## config.mk

```make
export PLATFORM = sky130hd
export DESIGN_NAME = hsosc_ctrl
export DESIGN_NICKNAME = d
export VERILOG_FILES = /design/src/rtl/hsosc_pkg.sv /design/src/rtl/hsosc_keylock.sv /design/src/rtl/hsosc_run_reg.sv /design/src/rtl/hsosc_settle_timer.sv /design/src/rtl/hsosc_ctrl.sv
export SDC_FILE = /design/constraint.sdc
export NUM_CORES = 1
export LEC_CHECK = 0
export ABC_AREA = 0
export BUFFER_PORTS_ARGS = -buffer_cell sky130_fd_sc_hd__buf_2
export CORE_MARGIN = 2
export CORE_UTILIZATION = 40
export CTS_CLUSTER_SIZE = 28
export DETAILED_ROUTE_END_ITERATION = 10
export PLACE_DENSITY = 0.78
export REMOVE_ABC_BUFFERS = 1
export SLEW_MARGIN = 20
export SYNTH_ARGS = -nofsm -noshare
export SYNTH_HDL_FRONTEND = slang
export SYNTH_HIERARCHICAL = 1
export SYNTH_SLANG_ARGS = --single-unit
```

## constraint.sdc

```tcl
create_clock -name clk -period 3 [get_ports clk]
set_input_delay 0.45 -clock clk [delete_from_list [all_inputs] [get_ports clk]]
set_output_delay 0.45 -clock clk [all_outputs]
set_load 0.02 [all_outputs]
```

## src/rtl/hsosc_pkg.sv

```systemverilog
package hsosc_pkg;

    // Read-data bit positions of the control register
    localparam int RUN_BIT    = 1;
    localparam int STABLE_BIT = 0;

    // Register select decoded from the bus address
    typedef enum logic [1:0] {
        SEL_NONE = 2'd0,
        SEL_CTRL = 2'd1,
        SEL_KEY  = 2'd2
    } reg_sel_e;

    // Write strobes to the register holders
    typedef struct packed {
        logic ctrl_wr;
        logic key_wr;
    } wr_strobe_t;

    // Next run bit on an unlocked control write: a 1 always starts the
    // oscillator; a 0 stops it unless the CPU is clocked from it.
    function automatic logic run_next(logic cur, logic wbit, logic cpu_src);
        return wbit | (cur & cpu_src);
    endfunction

endpackage

```

## src/rtl/hsosc_keylock.sv

```systemverilog
module hsosc_keylock #(
    parameter int          DATA_W  = 8,
    parameter logic [7:0]  KEY_VAL = 8'h96
) (
    input  logic              clk,
    input  logic              rst,
    input  logic              key_wr,
    input  logic              ctrl_wr,
    input  logic [DATA_W-1:0] wdata,
    output logic              unlocked
);
    localparam logic [DATA_W-1:0] KEY_FULL = DATA_W'(KEY_VAL);

    logic [DATA_W-1:0] key_q;

    assign unlocked = (key_q == KEY_FULL);

    always_ff @(posedge clk) begin
        if (rst) begin
            key_q <= '0;
        end else if (key_wr) begin
            key_q <= wdata;
        end else if (ctrl_wr && unlocked) begin
            key_q <= '0;
        end
    end

    // an accepted control write leaves the register locked
    assert_key_consumed_R4: assert property (@(posedge clk) disable iff (rst)
        (ctrl_wr && unlocked) |=> !unlocked);

    // only a key write can unlock
    assert_unlock_needs_key_R10: assert property (@(posedge clk) disable iff (rst)
        (!unlocked && !key_wr) |=> !unlocked);

endmodule

```

## src/rtl/hsosc_run_reg.sv

```systemverilog
module hsosc_run_reg
    import hsosc_pkg::*;
(
    input  logic clk,
    input  logic rst,
    input  logic ctrl_wr,
    input  logic unlocked,
    input  logic wbit,
    input  logic cpu_src,
    input  logic sleep_req,
    output logic run_bit,
    output logic osc_run
);
    logic run_q;

    always_ff @(posedge clk) begin
        if (rst) begin
            run_q <= 1'b1;
        end else if (ctrl_wr && unlocked) begin
            run_q <= run_next(run_q, wbit, cpu_src);
        end
    end

    assign run_bit = run_q;
    assign osc_run = run_q & ~sleep_req;

    // locked control writes leave the run bit alone
    assert_locked_write_ignored_R3: assert property (@(posedge clk) disable iff (rst)
        (ctrl_wr && !unlocked) |=> $stable(run_q));

    // a stop request is dropped while the CPU runs from this oscillator
    assert_stop_blocked_R5: assert property (@(posedge clk) disable iff (rst)
        (ctrl_wr && unlocked && !wbit && cpu_src) |=> $stable(run_q));

    // sleep keeps the oscillator off
    assert_sleep_forces_off_R6: assert property (@(posedge clk) disable iff (rst)
        sleep_req |-> !osc_run);

endmodule

```

## src/rtl/hsosc_settle_timer.sv

```systemverilog
module hsosc_settle_timer #(
    parameter int SETTLE_CYCLES = 64
) (
    input  logic clk,
    input  logic rst,
    input  logic run,
    output logic stable
);
    localparam int                CNT_W = $clog2(SETTLE_CYCLES + 1);
    localparam logic [CNT_W-1:0]  LIMIT = CNT_W'(SETTLE_CYCLES);

    logic [CNT_W-1:0] cnt_q;

    always_ff @(posedge clk) begin
        if (rst || !run) begin
            cnt_q <= '0;
        end else if (cnt_q != LIMIT) begin
            cnt_q <= cnt_q + 1'b1;
        end
    end

    assign stable = run && (cnt_q == LIMIT);

    // the counter never passes the settling limit
    assert_count_bounded_R7: assert property (@(posedge clk) disable iff (rst)
        cnt_q <= LIMIT);

    // stable only follows a cycle in which the oscillator ran
    assert_stable_after_run_R8: assert property (@(posedge clk) disable iff (rst)
        stable |-> (run && $past(run)));

endmodule

```

## src/rtl/hsosc_ctrl.sv

```systemverilog
module hsosc_ctrl
    import hsosc_pkg::*;
#(
    parameter int                 ADDR_W        = 24,
    parameter int                 DATA_W        = 8,
    parameter logic [ADDR_W-1:0]  CTRL_ADDR     = 24'h040180,
    parameter logic [ADDR_W-1:0]  KEY_ADDR      = 24'h04019E,
    parameter logic [7:0]         KEY_VAL       = 8'h96,
    parameter int                 SETTLE_CYCLES = 64
) (
    input  logic              clk,
    input  logic              rst,
    input  logic [ADDR_W-1:0] bus_addr,
    input  logic              bus_wr,
    input  logic [DATA_W-1:0] bus_wdata,
    output logic [DATA_W-1:0] bus_rdata,
    input  logic              cpu_on_hsosc,
    input  logic              sleep_req,
    output logic              osc_run,
    output logic              clk_stable
);
    reg_sel_e   sel;
    wr_strobe_t wr;
    logic       unlocked;
    logic       run_bit;

    always_comb begin
        if (bus_addr == CTRL_ADDR)     sel = SEL_CTRL;
        else if (bus_addr == KEY_ADDR) sel = SEL_KEY;
        else                           sel = SEL_NONE;
    end

    assign wr.ctrl_wr = bus_wr && (sel == SEL_CTRL);
    assign wr.key_wr  = bus_wr && (sel == SEL_KEY);

    hsosc_keylock #(.DATA_W(DATA_W), .KEY_VAL(KEY_VAL)) u_keylock (
        .clk      (clk),
        .rst      (rst),
        .key_wr   (wr.key_wr),
        .ctrl_wr  (wr.ctrl_wr),
        .wdata    (bus_wdata),
        .unlocked (unlocked)
    );

    hsosc_run_reg u_run_reg (
        .clk       (clk),
        .rst       (rst),
        .ctrl_wr   (wr.ctrl_wr),
        .unlocked  (unlocked),
        .wbit      (bus_wdata[RUN_BIT]),
        .cpu_src   (cpu_on_hsosc),
        .sleep_req (sleep_req),
        .run_bit   (run_bit),
        .osc_run   (osc_run)
    );

    hsosc_settle_timer #(.SETTLE_CYCLES(SETTLE_CYCLES)) u_timer (
        .clk    (clk),
        .rst    (rst),
        .run    (osc_run),
        .stable (clk_stable)
    );

    always_comb begin
        bus_rdata = '0;
        if (sel == SEL_CTRL) begin
            bus_rdata[RUN_BIT]    = run_bit;
            bus_rdata[STABLE_BIT] = clk_stable;
        end
    end

    // sleep holds the settled flag low
    assert_sleep_not_stable_R6: assert property (@(posedge clk) disable iff (rst)
        sleep_req |-> !clk_stable);

    // unused read bits are zero
    assert_read_upper_zero_R9: assert property (@(posedge clk) disable iff (rst)
        (bus_rdata >> 2) == '0);

endmodule

```

==> out/metrics.yaml <==
outcome: "completed"
avgRoutedWirePerCell_microns: 10.9
syn_area_sq_um: 960
fin_skew_ns: 0.00467
cts_sinks: 16
route.vias.total: 884
synth_common_cells: "dfxtp_1, nand2_1, a21oi_1, buf_4, nor3_1"
cts_resized: 0
seq_area_sq_um: 320
drv_slew: 0
cts_buffer_depth: 2
wl_met2_microns: 934
max_cap_violations: 0
endpoint_kind: "output pin"
post_cts_buffers: 0
ys.flop_type: "dfxtp_1"
fillers: 217
dieArea_sq_um: 2810
routabilityCongestion: 0.785
multi_input_area_sq_um: 587
hpwl_microns: 1590
dp_slack_ns: 0.863
p_seq_share_pct: 53.2
grt_usage_pct: 16.0
tns_ns: 0
via_per_inst: 5.05
clock_latency_ns: 0.28
drt-pass1-iter-count: 4
drive_gt1_share_pct: 36.1
synth_area_leaders: "dfxtp_1, buf_4, nor4b_2, nor4_4, mux2i_1"
core-area_sq_um: 2230
nNetsFinal: 187
crit_required_ns: 2.55
h-tree-depth: 1
fin_ws_ns: 0.801
io_pins: 47
cts_tree: "built"
start_kind: "flip-flop"
power_per_cell_area_nw_per_um2: 339
grt_max_degree: 17
yosysUniqueCellTypes: 35
yosys_warnings: 6
sw_frac_of_total_pct: 23.2
antenna_left: 0
hold_viol: 0
design_area_sq_um: 1190
drt_iter0_drc: 3
die_x_microns: 53.0
critPathMaxFanout: 5
start_util_pct: 43.0
cpPeakStageDelay_ns: 0.35
ir_worst_vdd_mv: 0.316
path_cells: "inv_1 -> ha_1 -> nor2b_1 -> and3_1 -> nand2_1 -> nor3_1 -> buf_2"
crit_type: "flip-flop to output pin"
p_int_uw: 311
met3_length_microns: 110
area_delta_synth_final_pct: 24.4
maxUsedRoutingLayer: "met4"
port-buffer-count: 40
synth_edf_count: 0
synth_top_area_share_pct: 33.4
synthArstFlopShare_pct: 0
cts_root_buf: "clkbuf_4"
cp.arrival_ns: 1.75
antenna_found_initial: 0
rsz0062_at_grt: "false"
tightest_slew_ns: 0.605
syn_area_per_cell_sq_um: 9.14
grt-ovfl-total: 0
final_util_pct: 53.4
holdCritPathClass: "input port to flip-flop"
rows: 17
fin_crit_sh_pct: 73.3
combPwrFrac_pct: 12.4
grt_pass1_wl_microns: 3420
min_period_ns: 2.20
max_freq_ghz: 0.455
drcViolationCount: 0
crit_slowest_cell: "dfxtp_1"
synth-seq-cells: 16
synth_top_area_cell: "dfxtp_1"
yosysMostFrequentCell: "dfxtp_1"
power_switching_uw: 93.6
synth-seq-area-share_pct: 33.4
routed_wl_microns: 1900
relSlewSlack_pct: 59.4
cts_hold_buf: 0
power_leakage_uw: 0.000462
p_clk_share_pct: 34.4
synthCells: 105
dpl-instance-area_sq_um: 1160
numCtsBuffers: 3
n_antenna_cell: 0
die_h_microns: 53.0
finalSetupViolations: 0
wl_met1_microns: 845
grt_pass1_vias: 893
path_clk_slew_ns: 0.10
==> final cells by class <==
cell class / instances / area share [%]
flip-flops and latches: 16 / 26.8
inverters: 2 / 0.629
well taps: 28 / 2.94
clock buffers: 4 / 3.04
multi-input cells: 84 / 49.2
repair buffers: 41 / 17.4
==> flip-flops by register name, summed over array words and instances, names as in the netlist <==
signal and count:
u_run_reg/run_bit 1, u_keylock/key_q 8, u_timer/cnt_q 7
==> cell usage in the layout, fill, tap and decap left out <==
master	Yosys	routed
a211o_1	1	1
a21oi_1	7	7
and2_1	1	1
and3_1	2	2
buf_2	0	40
buf_4	7	1
clkbuf_4	0	3
clkbuf_8	0	1
conb_1	1	6
dfxtp_1	16	16
ha_1	2	2
inv_1	2	2
mux2i_1	4	4
nand2_1	9	9
nand2b_1	1	1
nand3_1	4	4
nand3_2	1	1
nand3b_1	1	1
nand4_1	1	1
nand4bb_1	1	1
nor2_1	4	4
nor2b_1	3	3
nor3_1	6	6
nor3b_1	4	4
nor3b_2	1	1
nor4_1	2	2
nor4_2	1	1
nor4_4	2	2
nor4b_1	1	1
nor4b_2	3	3
o21ai_0	2	2
o21ai_1	1	1
o22ai_1	4	4
or3_1	2	2
or3b_1	4	4
xnor2_1	1	1
xor2_1	2	2
==> final timing paths <==
check / start / to / slack (ns) / cells after the start
min reg2reg: u_timer/cnt_q[6] / u_timer/cnt_q[6] / 0.49 / 2
min: bus_wdata[3] / u_keylock/key_q[3] / 0.41 / 3
max reg2reg: u_keylock/key_q[5] / u_run_reg/run_bit / 1.62 / 4
max: u_timer/cnt_q[0] / bus_rdata[0] / 0.80 / 7
==> cell families after synthesis <==
group	share of synthesized area, %
AOI/OAI and AO/OA	8.73
xor gates and xnor gates	2.74
adders and majority gates	2.61
buffers and inverters	7.43
DFF	33.4
muxes	4.17
other	0.391
and+or+nand+nor	40.5
==> per-stage QoR <==
stage | hold WS, ns | instances | power (uW)
final | 0.405 | 175 | 404
after global routing | 0.402 | 175 | 427
after CTS | 0.401 | 175 | 411
after detailed placement | 0.472 | 171 | 270
after global placement | 0.467 | 171 | 269
after floorplan | 0.450 | 102 | 239
==> critical path, delay by kind of cell (launching register included) <==
family        cells  cell delay, ns
fa+ha+maj         1            0.14
buf+inv           2            0.29
flops             1            0.35
simple gates      4            0.69
==> power groups by stage <==
| stage | registers, uW | logic (uW) | clock network [uW] |
|---|---|---|---|
| 2_1_floorplan | 219 | 19.6 | 0 |
| 3_3_place_gp | 220 | 49.0 | 0 |
| 3_5_place_dp | 220 | 50.4 | 0 |
| 4_1_cts | 215 | 50.5 | 146 |
| 5_1_grt | 215 | 56.4 | 156 |
| 6_report | 215 | 50.3 | 139 |
==> layer usage <==
layer,up-vias,global-route usage [%]
li1,463,-
met1,395,19.1
met2,24,28.3
met3,2,2.82
met4,0,5.98
met5,-,0
(Power assumes the default switching activity.)
